File: src/rtl/cfgx_pkg.sv
package cfgx_pkg;

    localparam int BUS_W  = 8;
    localparam int DEV_W  = 5;
    localparam int FN_W   = 3;
    localparam int OFF_W  = 12;
    localparam int DATA_W = 32;
    localparam int ADDR_W = 32;
    localparam int KIND_W = 5;
    localparam int TGT_LO = 16;

    localparam logic [KIND_W-1:0] KIND_TYPE0 = 5'd4;
    localparam logic [KIND_W-1:0] KIND_TYPE1 = 5'd5;

    typedef struct packed {
        logic [BUS_W-1:0]  bus;
        logic [DEV_W-1:0]  dev;
        logic [FN_W-1:0]   fn;
        logic [OFF_W-1:0]  off;
        logic              write;
        logic [DATA_W-1:0] wdata;
    } cfg_req_t;

    typedef struct packed {
        logic              error;
        logic              bypass;
        logic [KIND_W-1:0] kind;
        logic [ADDR_W-1:0] addr;
        logic [31:0]       target;
        logic              target_load;
        logic              region_en;
        logic              write;
        logic              wr_en;
        logic [DATA_W-1:0] wdata;
        logic [DATA_W-1:0] rdata;
    } cfg_resp_t;

    function automatic logic [OFF_W-1:0] dword_align(input logic [OFF_W-1:0] o);
        return {o[OFF_W-1:2], 2'b00};
    endfunction

endpackage

File: src/rtl/cfgx_devcheck.sv
module cfgx_devcheck
    import cfgx_pkg::*;
#(
    parameter int BUS0_DEVS = 2,
    parameter int BUS1_DEVS = 1
) (
    input  logic [BUS_W-1:0] bus,
    input  logic [DEV_W-1:0] dev,
    output logic             ok
);
    localparam logic [DEV_W-1:0] LIM0 = DEV_W'(BUS0_DEVS);
    localparam logic [DEV_W-1:0] LIM1 = DEV_W'(BUS1_DEVS);

    always_comb begin
        if (bus == '0)
            ok = (dev < LIM0);
        else if (bus == BUS_W'(1))
            ok = (dev < LIM1);
        else
            ok = 1'b1;
    end
endmodule

File: src/rtl/cfgx_encode.sv
module cfgx_encode
    import cfgx_pkg::*;
#(
    parameter int TYPE1_MIN_BUS = 2
) (
    input  logic [BUS_W-1:0]  bus,
    input  logic [DEV_W-1:0]  dev,
    input  logic [FN_W-1:0]   fn,
    output logic [KIND_W-1:0] kind,
    output logic [31:0]       target
);
    localparam logic [BUS_W-1:0] T1_BUS = BUS_W'(TYPE1_MIN_BUS);

    always_comb begin
        kind   = (bus < T1_BUS) ? KIND_TYPE0 : KIND_TYPE1;
        target = {bus, dev, fn, {TGT_LO{1'b0}}};
    end
endmodule

File: src/rtl/cfgx_addrgen.sv
module cfgx_addrgen
    import cfgx_pkg::*;
#(
    parameter logic [ADDR_W-1:0] LOCAL_BASE = 32'h01FF_C000,
    parameter logic [ADDR_W-1:0] WIN_BASE   = 32'h01F0_0000
) (
    input  logic              bypass,
    input  logic [OFF_W-1:0]  off,
    output logic [ADDR_W-1:0] addr
);
    localparam int PAD_W = ADDR_W - OFF_W;

    always_comb begin
        addr = (bypass ? LOCAL_BASE : WIN_BASE) | {{PAD_W{1'b0}}, dword_align(off)};
    end
endmodule

File: src/rtl/cfgx_xlate.sv
module cfgx_xlate
    import cfgx_pkg::*;
#(
    parameter logic [31:0] LOCAL_BASE    = 32'h01FF_C000,
    parameter logic [31:0] APERTURE_BASE = 32'h0100_0000,
    parameter logic [31:0] APERTURE_SIZE = 32'h0100_0000,
    parameter logic [31:0] WINDOW_SIZE   = 32'h0010_0000,
    parameter int          BUS0_DEVS     = 2,
    parameter int          BUS1_DEVS     = 1,
    parameter int          TYPE1_MIN_BUS = 2
) (
    input  logic        clk,
    input  logic        rst,
    input  logic        req_valid,
    input  logic [7:0]  req_bus,
    input  logic [4:0]  req_dev,
    input  logic [2:0]  req_fn,
    input  logic [11:0] req_off,
    input  logic        req_write,
    input  logic [31:0] req_wdata,
    output logic        out_valid,
    output logic        out_error,
    output logic        out_bypass,
    output logic [4:0]  out_kind,
    output logic [31:0] out_addr,
    output logic [31:0] out_target,
    output logic        out_target_load,
    output logic        out_region_en,
    output logic        out_write,
    output logic        out_wr_en,
    output logic [31:0] out_wdata,
    output logic [31:0] out_rdata
);
    localparam logic [31:0] WIN_BASE = APERTURE_BASE + APERTURE_SIZE - WINDOW_SIZE;

    cfg_req_t    req;
    cfg_resp_t   resp_d, resp_q;
    logic        valid_q;
    logic        dev_ok;
    logic        is_bus0;
    logic [KIND_W-1:0] kind;
    logic [31:0] target;
    logic [ADDR_W-1:0] addr;

    assign req = '{bus: req_bus, dev: req_dev, fn: req_fn, off: req_off,
                   write: req_write, wdata: req_wdata};
    assign is_bus0 = (req.bus == '0);

    cfgx_devcheck #(.BUS0_DEVS(BUS0_DEVS), .BUS1_DEVS(BUS1_DEVS)) u_chk (
        .bus(req.bus), .dev(req.dev), .ok(dev_ok)
    );

    cfgx_encode #(.TYPE1_MIN_BUS(TYPE1_MIN_BUS)) u_enc (
        .bus(req.bus), .dev(req.dev), .fn(req.fn), .kind(kind), .target(target)
    );

    cfgx_addrgen #(.LOCAL_BASE(LOCAL_BASE), .WIN_BASE(WIN_BASE)) u_addr (
        .bypass(is_bus0), .off(req.off), .addr(addr)
    );

    always_comb begin
        resp_d = '0;
        if (req_valid) begin
            resp_d.write = req.write;
            if (!dev_ok) begin
                resp_d.error = 1'b1;
                resp_d.rdata = req.write ? '0 : '1;
            end else begin
                resp_d.bypass      = is_bus0;
                resp_d.kind        = kind;
                resp_d.addr        = addr;
                resp_d.target      = is_bus0 ? '0 : target;
                resp_d.target_load = !is_bus0;
                resp_d.region_en   = !is_bus0;
                resp_d.wr_en       = req.write;
                resp_d.wdata       = req.write ? req.wdata : '0;
            end
        end
    end

    always_ff @(posedge clk) begin
        if (rst) begin
            valid_q <= 1'b0;
            resp_q  <= '0;
        end else begin
            valid_q <= req_valid;
            resp_q  <= resp_d;
        end
    end

    assign out_valid       = valid_q;
    assign out_error       = resp_q.error;
    assign out_bypass      = resp_q.bypass;
    assign out_kind        = resp_q.kind;
    assign out_addr        = resp_q.addr;
    assign out_target      = resp_q.target;
    assign out_target_load = resp_q.target_load;
    assign out_region_en   = resp_q.region_en;
    assign out_write       = resp_q.write;
    assign out_wr_en       = resp_q.wr_en;
    assign out_wdata       = resp_q.wdata;
    assign out_rdata       = resp_q.rdata;

endmodule

File: config.mk
export PLATFORM = sky130hd
export DESIGN_NAME = cfgx_xlate
export DESIGN_NICKNAME = d
export VERILOG_FILES = /design/src/rtl/cfgx_pkg.sv /design/src/rtl/cfgx_devcheck.sv /design/src/rtl/cfgx_encode.sv /design/src/rtl/cfgx_addrgen.sv /design/src/rtl/cfgx_xlate.sv
export SDC_FILE = /design/constraint.sdc
export NUM_CORES = 1
export LEC_CHECK = 0
export ABC_CLOCK_PERIOD_IN_PS = 1300
export BUFFER_PORTS_ARGS = -buffer_cell sky130_fd_sc_hd__buf_4
export CELL_PAD_IN_SITES_DETAIL_PLACEMENT = 0
export CELL_PAD_IN_SITES_GLOBAL_PLACEMENT = 1
export CORE_MARGIN = 5
export CORE_UTILIZATION = 24
export CTS_CLUSTER_DIAMETER = 40
export CTS_CLUSTER_SIZE = 30
export DETAILED_ROUTE_END_ITERATION = 10
export GPL_TIMING_DRIVEN = 1
export PLACE_DENSITY_LB_ADDON = 0.1
export SLEW_MARGIN = 20
export SYNTH_ARGS = -nofsm -noshare
export SYNTH_HDL_FRONTEND = slang
export SYNTH_SLANG_ARGS = --single-unit
File: constraint.sdc
create_clock -name clk -period 1.3 [get_ports clk]
set_clock_uncertainty 0.05 [all_clocks]
set_input_delay 0.065 -clock clk [delete_from_list [all_inputs] [get_ports clk]]
set_output_delay 0.065 -clock clk [all_outputs]
set_load 0.01 [all_outputs]
* Word level (Yosys, flattened, before mapping)
Cells that the tools add are included.
W data, S select, Z words.
** Operators by class
- Reduce and logical (&&, ||, !) cells :: 7
- Equal/unequal tests :: 1
- Multiplexer cells :: 6
- Bitwise logic cells :: 4
- Magnitude comparators :: 3
** Operators with widths (count)
- $mux W32 :: 1
- $or A32 B12 Y32 :: 1
- $mux W20 :: 1
- $eq A8 B1 Y1 const B :: 1
- $logic_not A8 Y1 :: 1
- $lt A8 B2 Y1 const B :: 1
- $reduce_or A4 Y1 :: 2
- $reduce_or A3 Y1 :: 2
- $lt A5 B1 Y1 const B :: 1
- $lt A5 B2 Y1 const B :: 1
- $mux W1 :: 4
- $not A1 Y1 :: 3
- $reduce_or A2 Y1 :: 1
- $logic_not A1 Y1 :: 1
** Word-level totals
- Input bits :: 64
- Output and inout bits :: 140
- Bits in registers :: 139

* Logic depth before layout (Yosys ltp)
- Depth after elaboration :: 5
- Gate-level depth with buffers :: 5
- Depth with buffers taken out :: 4

* Modules after synthesis
A second synthesis with hierarchy kept.
** Second synthesis, totals
- Cells, all modules :: 389
- Area, all modules :: 4117.7 µm²
** Modules (own cells, without submodules)
- cfgx_xlate :: cells each 309, times used 1, sequential area each 2162.1 µm², area an instance 3544.6 µm²
- cfgx_encode :: cells each 41, times used 1, sequential area each 0.0 µm², area an instance 292.8 µm²
- cfgx_addrgen :: cells each 34, times used 1, sequential area each 0.0 µm², area an instance 247.7 µm²
- cfgx_devcheck :: cells each 5, times used 1, sequential area each 0.0 µm², area an instance 32.5 µm²

* Least setup slack after synthesis
OpenSTA, ideal clock, no wires.
- Path kind :: input to register
- From :: in req_dev[4]
- To :: reg resp_q, in the netlist out_wdata[10]
- Path buffers :: 1
- Stages on the path :: 4
- Required time :: 1.190 ns
- Path slack :: -0.010 ns
- Arrival :: 1.200 ns
- Cells stage by stage :: or4_4 > o211ai_4 > buf_6 > and3_1
** Between the ends
- Longest elaborated chain between the ends :: 5
** RTL lines
- start: declaration :: RTL line cfgx_xlate.sv:16 : input logic [4:0] req_dev,
- $lt A5 B1 Y1 :: RTL line cfgx_devcheck.sv:18 : ok = (dev < LIM1);
- $mux W1 :: RTL line cfgx_devcheck.sv:17 : else if (bus == BUS_W'(1))
- $mux W1 * :: RTL line cfgx_devcheck.sv:15 : if (bus == '0)
- $not A1 Y1 (no line) *
- $reduce_or A4 Y1 (no line) *
- end signal: assignment :: RTL line cfgx_xlate.sv:87 : resp_q <= resp_d;
- end: declaration :: RTL line cfgx_xlate.sv:37 : cfg_resp_t resp_d, resp_q;
Mark *: on every way between the ends. The rest lies on a longest branch, timed or not.
A chain may end at the register's enable or synchronous reset.

* Worst setup path after layout
- From :: in req_bus[0]
- To :: reg resp_q, in the netlist out_wdata[12]
** Between the ends
- Longest elaborated chain between the ends :: 5
** RTL lines
- start: declaration :: RTL line cfgx_xlate.sv:15 : input logic [7:0] req_bus,
- $eq A8 B1 Y1 :: RTL line cfgx_devcheck.sv:17
- $mux W1 :: RTL line cfgx_devcheck.sv:17
- $mux W1 * :: RTL line cfgx_devcheck.sv:15
- $not A1 Y1 (no line) *
- $reduce_or A4 Y1 (no line) *
Marked as above.

==> impl_metrics.toml <==
[place]
portBuffers = 171
placed_cells = 493
post-place-ws_ns = -0.169
dpl-instance-area_um2 = 3510
hpwl_mm = 5.16
place_congestion = 0.687

[yosys]
synth_seq_cells = 67
synthCells = 231
synthesis.area_um2 = 2470
synth_top_family_by_area = "buffers and inverters"
yosys.area_share.simple_pct = 18.4
syn_area_per_cell_um2 = 10.7
synthMuxAreaShare_pct = 0
yosys_warnings = 0
synth_adder_area_share_pct = 0
synth_compound_gate_area_share_pct = 2.28
ys_seq_area_share_pct = 54.3
synth.distinct_cells = 20
synth_xor_area_share_pct = 0

[final_layout]
diodes = 0
drive_above_1_share_pct = 46.8
post-route-util_pct = 43.4
instances_no_fill = 572
area_growth_pct = 78.6
fillers = 1011
seq_area_um2 = 1340
design_area_um2 = 4420
multi_input_area_um2 = 627
finalNetCount = 495

[pwr]
power_mw = 4.67
vdd_drop_max_uv = 599
leakagePower_nw = 2.33
power.density_nw_per_um2 = 1060

[sta]
holdWs_ns = 0.0390
setup_viol = 0
setup_ws_ns = 0.0167
timing.final.max_slew_violations = 0
fmax_mhz = 779
hold_violations = 0
final.min_clock_period_ns = 1.28
fin_tns_setup_ns = 0
min_period_over_period_pct = 98.7

[routing]
drt_pass1_iterations = 4
wl_mm = 7.68
drt-initial-drc-count = 28
vias = 2081
drc = 0
ant_nets = 0
wl_per_cell_um = 13.4
viasPerCell = 3.64

[clock_network]
cts_buffers = 9
cts_sinks = 67
cts_max_level = 3
root_buffer = "clkbuf_8"
clockBufferDepth = 2
path_clk_slew_ns = 0.07
cts_tree = "done"

[worst_setup_path]
worst_setup_path_end_kind = "flop"
crit_arrival_ns = 1.51
required_ns = 1.53
path_class = "in2reg"
path_max_fanout = 11
startpoint_type = "input port"

[global_route]
grt_usage_pct = 11.4
grt_pass1_vias = 2140
antenna_found_initial = 0
grt_pass1_wl_mm = 11.2
grt_start_max_net_pins = 45
overflow = 0

[hold_path]
hold_path.class = "in2reg"

[floorplanning]
rows = 37
design.portCount = 204
core_area_um2 = 10200
initial_core_util_pct = 24.3
dieArea_um2 = 12400
dieWidth_um = 111
fp.dieH_um = 111

[job]
cap_violations = 0

[outcome]
status = "finished clean"
## cell families (layout without fill, tap and decap cells)
kind of cell,Yosys count,after routing
AO/OA/AOI/OAI,7,7
AND/OR/NAND/NOR,73,73
buffers and inverters,83,259
other,1,30
flip-flops,67,67
## metal layers
| layer | GRT usage (%) | up-vias | routed length (um) |
|---|---|---|---|
| met4 | 3.41 | 0 | 85 |
| li1 | - | 1048 | - |
| met1 | 11.8 | 923 | 2970 |
| met3 | 5.22 | 4 | 647 |
| met5 | 0 | - | 0 |
| met2 | 20.7 | 106 | 3990 |
## cell type report
type | count | share of cell area [%]
tap | 136 | 3.85
timing repair buffer | 242 | 46.4
clock inverter | 6 | 1.98
clock buffer | 10 | 3.12
sequential | 67 | 30.4
inverter | 1 | 0.0850
multi-input combinational | 110 | 14.2
## path summary, 6_finish.rpt
check,from,to,slack [ns],cells past startpoint
worst max-delay path,req_bus[0],out_wdata[12],0.02,7
worst min-delay path,req_dev[0],out_target[16],0.04,3
## Yosys cell counts, drive strengths merged
cell type / count / area share [%]
or4: 1 / 0.46
dfxtp: 67 / 54
and3: 42 / 11
o211a: 1 / 0.40
nor3: 2 / 0.40
a21oi: 5 / 1.0
or3b: 1 / 0.46
conb: 1 / 0.15
and2: 17 / 4.3
clkbuf: 5 / 0.76
nand2b: 1 / 0.25
inv: 1 / 0.15
nand2: 4 / 0.61
o211ai: 1 / 0.86
nor4: 3 / 1.0
nor2: 2 / 0.30
buf: 77 / 24
## flip-flops by register name, summed over array words and instances (netlist names)
register and flops:
out_wr_en 1, out_addr 12, out_rdata 1, out_error 1, out_target 16, out_write 1
out_region_en 1, out_kind 1, out_wdata 32, out_valid 1
## placed cells by master (no fill, tap or decap)
master	n
a21oi_1	5
or4_4	1
inv_6	1
or3b_4	1
o211a_1	1
and3_1	42
clkbuf_8	10
and2_0	1
clkinv_4	1
buf_4	175
dfxtp_1	67
buf_12	3
dlygate4sd3_1	59
nor4_1	2
nor4_2	1
clkbuf_16	2
inv_1	1
and2_1	15
nand2b_1	1
nor2_1	2
bufinv_16	2
nand2_1	4
nor3_1	2
buf_6	3
conb_1	30
clkinv_2	2
and2_4	1
o211ai_4	1
## power breakdown
| group | leakage [nW] | switching (mW) | total (mW) | internal (mW) |
|---|---|---|---|---|
| Clock | 0.117 | 0.797 | 1.93 | 1.14 |
| Combinational | 1.67 | 0.225 | 0.600 | 0.375 |
| Sequential | 0.548 | 0.0208 | 2.14 | 2.12 |
| Total | 2.33 | 1.04 | 4.67 | 3.63 |
## timing repair
action,in CTS,in global routing
setup buffers,0,1
hold buffers,59,0
gates resized for setup,0,3
endpoints found under the setup margin,0,74
endpoints found under the hold margin,60,0
## worst max-delay path, cell delays in order
cell,delay (ns)
dlygate4sd3_1,0.56
buf_6,0.13
and2_4,0.14
o211ai_4,0.17
buf_12,0.15
clkbuf_16,0.16
and3_1,0.14
Power figures use the tool's default switching activity.
